`src/rtl/sigtap_pkg.sv`:
```
package sigtap_pkg;
  localparam int DEF_HOST_CH = 6;
  localparam int DEF_ADDR_W  = 10;
  localparam int DEF_DATA_W  = 28;
  localparam int DEF_OUT_W   = 24;
  localparam int DEF_SLOT_W  = 32;

  typedef enum logic {
    SIDE_LEFT  = 1'b0,
    SIDE_RIGHT = 1'b1
  } side_e;
endpackage

```
`src/rtl/sigtap_channel.sv`:
```
module sigtap_channel #(
  parameter int ADDR_W = 10,
  parameter int DATA_W = 28
) (
  input  logic              clk,
  input  logic              rst_n,
  input  logic              cfg_we,
  input  logic [ADDR_W-1:0] cfg_addr,
  input  logic              bus_valid,
  input  logic [ADDR_W-1:0] bus_addr,
  input  logic [DATA_W-1:0] bus_data,
  input  logic              frame_end,
  output logic [DATA_W-1:0] held
);
  logic [ADDR_W-1:0] tap_q;
  logic [DATA_W-1:0] live_q;
  logic              hit;

  assign hit = bus_valid && (bus_addr == tap_q);

  always_ff @(posedge clk or negedge rst_n) begin
    if (!rst_n) begin
      tap_q  <= '0;
      live_q <= '0;
      held   <= '0;
    end else begin
      if (cfg_we) tap_q <= cfg_addr;
      if (hit) live_q <= bus_data;
      // a write on the boundary cycle closes the sample it belongs to
      if (frame_end) held <= hit ? bus_data : live_q;
    end
  end
endmodule

```
`src/rtl/sigtap_i2s_tx.sv`:
```
module sigtap_i2s_tx
  import sigtap_pkg::*;
#(
  parameter int DATA_W = 28,
  parameter int OUT_W  = 24,
  parameter int SLOT_W = 32
) (
  input  logic              clk,
  input  logic              rst_n,
  input  logic              tick,
  input  logic [DATA_W-1:0] left_in,
  input  logic [DATA_W-1:0] right_in,
  output logic              lrclk,
  output logic              sdata
);
  localparam int CNT_W  = $clog2(2 * SLOT_W);
  localparam int SLOT_B = CNT_W - 1;

  logic [CNT_W-1:0]  pos_q;
  logic [OUT_W-1:0]  word_l, word_r, word_cur, word_sh;
  logic [SLOT_B-1:0] slot;
  side_e             side;
  int unsigned       sp;

  always_ff @(posedge clk or negedge rst_n) begin
    if (!rst_n) begin
      pos_q  <= '0;
      word_l <= '0;
      word_r <= '0;
    end else if (tick) begin
      pos_q <= pos_q + 1'b1;
      if (pos_q == {CNT_W{1'b1}}) begin
        word_l <= left_in[DATA_W-1 -: OUT_W];
        word_r <= right_in[DATA_W-1 -: OUT_W];
      end
    end
  end

  assign slot     = pos_q[SLOT_B-1:0];
  assign side     = side_e'(pos_q[CNT_W-1]);
  assign lrclk    = (side == SIDE_RIGHT);
  assign word_cur = (side == SIDE_RIGHT) ? word_r : word_l;

  always_comb begin
    sp      = 32'(slot);
    word_sh = '0;
    sdata   = 1'b0;
    if (sp >= 1 && sp <= OUT_W) begin
      word_sh = word_cur << (sp - 1);
      sdata   = word_sh[OUT_W-1];
    end
  end
endmodule

```
`src/rtl/sigtap_capture.sv`:
```
module sigtap_capture
  import sigtap_pkg::*;
#(
  parameter int N_HOST = DEF_HOST_CH,
  parameter int ADDR_W = DEF_ADDR_W,
  parameter int DATA_W = DEF_DATA_W,
  parameter int OUT_W  = DEF_OUT_W,
  parameter int SLOT_W = DEF_SLOT_W
) (
  input  logic                             clk,
  input  logic                             rst_n,
  input  logic                             cfg_we,
  input  logic [$clog2(N_HOST+2)-1:0]      cfg_ch,
  input  logic [ADDR_W-1:0]                cfg_addr,
  input  logic                             bus_valid,
  input  logic [ADDR_W-1:0]                bus_addr,
  input  logic [DATA_W-1:0]                bus_data,
  input  logic                             frame_end,
  input  logic [$clog2(N_HOST+2)-1:0]      rd_sel,
  output logic [DATA_W-1:0]                rd_data,
  input  logic                             ser_tick,
  output logic                             ser_lrclk,
  output logic                             ser_sdata
);
  localparam int N_CH  = N_HOST + 2;
  localparam int SEL_W = $clog2(N_CH);
  localparam int L_IDX = N_HOST;
  localparam int R_IDX = N_HOST + 1;

  logic [DATA_W-1:0] held [N_CH];

  for (genvar i = 0; i < N_CH; i++) begin : g_ch
    sigtap_channel #(.ADDR_W(ADDR_W), .DATA_W(DATA_W)) u_ch (
      .clk       (clk),
      .rst_n     (rst_n),
      .cfg_we    (cfg_we && (cfg_ch == SEL_W'(i))),
      .cfg_addr  (cfg_addr),
      .bus_valid (bus_valid),
      .bus_addr  (bus_addr),
      .bus_data  (bus_data),
      .frame_end (frame_end),
      .held      (held[i])
    );
  end

  always_comb begin
    rd_data = '0;
    for (int i = 0; i < N_HOST; i++)
      if (rd_sel == SEL_W'(i)) rd_data = held[i];
  end

  sigtap_i2s_tx #(.DATA_W(DATA_W), .OUT_W(OUT_W), .SLOT_W(SLOT_W)) u_tx (
    .clk      (clk),
    .rst_n    (rst_n),
    .tick     (ser_tick),
    .left_in  (held[L_IDX]),
    .right_in (held[R_IDX]),
    .lrclk    (ser_lrclk),
    .sdata    (ser_sdata)
  );
endmodule

```
`config.mk`:
```
export PLATFORM = sky130hd
export DESIGN_NAME = sigtap_capture
export DESIGN_NICKNAME = d
export VERILOG_FILES = /design/src/rtl/sigtap_pkg.sv /design/src/rtl/sigtap_channel.sv /design/src/rtl/sigtap_i2s_tx.sv /design/src/rtl/sigtap_capture.sv
export SDC_FILE = /design/constraint.sdc
export NUM_CORES = 1
export LEC_CHECK = 0
export CORE_MARGIN = 1.5
export CORE_UTILIZATION = 43
export DETAILED_ROUTE_END_ITERATION = 12
export PLACE_DENSITY = 0.65
export SYNTH_ARGS = -nofsm -noshare
export SYNTH_HDL_FRONTEND = slang
export SYNTH_SLANG_ARGS = --single-unit
```
`constraint.sdc`:
```
create_clock -name clk -period 3.7 [get_ports clk]
set_input_delay 0.37 -clock clk [delete_from_list [all_inputs] [get_ports clk]]
set_output_delay 0.37 -clock clk [all_outputs]
set_load 0.1 [all_outputs]
```
==> results of run 1 <==
## sequential cells by signal (all words and copies together), names as in the netlist
signal / count
u_tx.word_l: 24
u_tx.word_r: 24
u_tx.pos_q: 6
g_ch.u_ch.tap_q: 80
g_ch.u_ch.held: 216
g_ch.u_ch.live_q: 216
## worst min-delay path by stage
stage / from / slack (ps) / to
global placement: rst_n / 370 / g_ch[5].u_ch.live_q[1]
floorplan: rst_n / 70 / g_ch[0].u_ch.held[0]
global route: rst_n / 350 / g_ch[4].u_ch.live_q[2]
CTS: rst_n / 320 / g_ch[5].u_ch.held[1]
finish: rst_n / 310 / g_ch[4].u_ch.held[1]
detailed placement: rst_n / 380 / g_ch[5].u_ch.held[1]
## cell usage in the layout, fill, tap and decap left out, drive strengths merged, types with 19 or more instances in the layout
cell and n:
dfrtp 566, mux2 560, xnor2 84, clkbuf 81, buf 72, mux2i 58, clkdlybuf4s50 54, nand2 27
a21oi 23, nor2 22, o221ai 21, nand4 19, mux4 19
## layer usage
layer	global-route usage	part of all wire	up-vias
met1	0.2707	0.48	6903
met5	0	0	-
met2	0.2918	0.46	196
met4	0.04967	0.017	0
met3	0.02789	0.041	57
li1	-	-	5738
## logic make-up (layout without fill, tap and decap cells)
family	after synthesis	in the layout
simple gates	103	103
xor+xnor	88	88
buf+inv	99	245
other cells	0	1
mux	637	637
fa+ha+maj	4	4
compound gates	53	53
flops	566	566
## layout make-up
| class | count | area, µm² |
|---|---|---|
| fill | 4625 | 27100 |
| inverter | 11 | 41.29 |
| sequential | 566 | 14160 |
| clock buffer | 80 | 1684 |
| clock inverter | 26 | 364.1 |
| timing repair buffer | 128 | 1595 |
| tap | 748 | 935.9 |
| multi-input combinational | 885 | 9310 |
| antenna | 1 | 2.502 |
## critical path, cell delays in order, from the launching register on
cell and delay (ps):
dfrtp_1 420, inv_1 130, ha_1 190, xor2_1 310, buf_4 230, mux2i_1 90, mux2i_1 350, nand3_1 120
nand3_1 200, buf_12 210
## stage by stage
| step | hold WS [ps] | cells |
|---|---|---|
| after global routing | 351.4 | 2444 |
| after CTS | 316.7 | 2444 |
| final | 309.9 | 2445 |
| after floorplan | 74.41 | 1550 |
| after global placement | 370.6 | 2337 |
| after detailed placement | 378.1 | 2337 |
## report_power, final
part / internal [W] / switching (W) / total, W
combinational: 0.000930 / 0.00105 / 0.00198
clock: 0.00373 / 0.00245 / 0.00618
sequential: 0.00668 / 0.000270 / 0.00695
total: 0.0113 / 0.00377 / 0.0151
## what timing repair did
| item | 4_1_cts | 5_1_grt |
|---|---|---|
| hold buffers | 1 | 0 |
| setup endpoints to repair | 0 | 0 |
| endpoints found under the hold margin | 57 | 0 |
## Yosys cell counts (all sizes together)
| master | count | area share |
|---|---|---|
| a21oi | 23 | 0.0048 |
| and2 | 1 | 0.00026 |
| buf | 42 | 0.016 |
| bufbuf | 1 | 0.0014 |
| clkbuf | 45 | 0.0070 |
| dfrtp | 566 | 0.59 |
| ha | 4 | 0.0021 |
| inv | 11 | 0.0017 |
| mux2 | 560 | 0.27 |
| mux2i | 58 | 0.024 |
| mux4 | 19 | 0.018 |
| nand2 | 27 | 0.0042 |
| nand2b | 2 | 0.00052 |
| nand3 | 10 | 0.0021 |
| nand4 | 19 | 0.0049 |
| nand4b | 5 | 0.0018 |
| nor2 | 22 | 0.0034 |
| nor3 | 13 | 0.0063 |
| nor3b | 3 | 0.00094 |
| o21ai | 1 | 0.00021 |
| o221ai | 21 | 0.0076 |
| o22ai | 8 | 0.0021 |
| or3 | 1 | 0.00026 |
| xnor2 | 84 | 0.031 |
| xor2 | 4 | 0.0015 |
==> results.cfg, run 1 <==
[sta]
hold_viol = 0
period_minus_slack_ps = 3222
maxSlewViolCount = 0
tns_ps = 0
setup_viol = 0
timing.final.crit_share = 0.8709
fmax_mhz = 310.3
skew_ps = 22.79
relSlewSlack = 0.4261
finalWorstSetupSlack_ps = 477.6
worstMarginPinSlew_ps = 856.2
rsz0062_at_grt = no

[synth]
syn_inst = 1550
synth_adder_area_share = 0.002079
syn_nets = 1614
yosysSeqAreaShare = 0.5884
synthSimpleGateAreaFrac = 0.02480
muxShareOfSynthArea = 0.3122
syn_area_um2 = 24070
synth_compound_area_frac = 0.01471
synth_top_family_by_area = multiplexers
synth_cell_types = 34
synth-seq-cells = 566
syn_avg_cell_area_um2 = 15.53
yosysWarnings = 0
synth_xor_area_frac = 0.03202

[critical_path]
reg2regPathDepth = 6
crit_start = u_tx.pos_q[1]
worstSetupEndpoint = ser_sdata
reg2reg_setup_slack_ps = 1490
r2r-start = g_ch[0].u_ch.tap_q[7]
cp-end-kind = output port
timing.rr.end = g_ch[0].u_ch.held[9]
cp-start-kind = flip-flop
required_ps = 3330
path_class = flip-flop to output port
arrival_ps = 2850
crit_fanout = 5

[detailed_routing]
ant_nets = 0
wl_per_cell_um = 21.08
vias_per_cell = 5.274
dr.first_iter.drc_count = 597
drt_first_pass_iters = 4
vias = 12890
drt_wl_total_um = 51550
drc = 0

[floorplanning]
dieArea_um2 = 57400
initial_core_util = 0.4360
pin_count = 90
chipWidth_um = 239.6
die_h_um = 239.6
core_um2 = 55200
rows = 86

[pwr]
p_leak_nw = 13.38
power_density_nw_per_um2 = 537.9
vdd.ir_drop.worst_v = 0.0003602
design_power_total_w = 0.01511

[clock_network]
numCtsBuffers = 58
clk_pin_slew_worst_paths_ps = 60
cts_setup_buffers = 0
clockBufferDepth = 3
cts_resized = 0
insertion_delay_ps = 620
cts_sinks = 566
tritoncts = built
htree_levels = 2
cts_root_buffer = clkbuf_16

[global_routing]
antenna_found_initial = 1
grt_pass1_vias = 13730
global_route.overflow_total = 0
grtUsageTotal = 0.1864
grt_max_degree = 111
grt_pass1_wl_um = 82140

[min_path]
hp-class = input pin to async pin

[job]
cap_violations = 0

[placed_design]
port_buffers = 89
post-place-ws_ps = 629.3
dpl.hpwl_um = 31130
placed_area_um2 = 26040
finalWeightedCongestion = 0.7507

[layout]
syn2layout_area_growth_pct = 16.73
fin_area_um2 = 28100
final_util = 0.5090
drive_above_1_share = 0.4463
nets = 1714

[status]
status = complete, no violations
No activity file was read; power rests on OpenSTA's default activity.
==> inputs of run 2 (changes only) <==
Settings changed: TNS_END_PERCENT set to 20.
==> results of run 2 <==
No change in the layout: final DEF, timing and power equal those of run 1.
==> inputs of run 3 (changes only) <==
Settings changed: SKIP_CTS_REPAIR_TIMING set to 1.
==> results of run 3 <==
No change in the layout: final DEF, timing and power equal those of run 1.
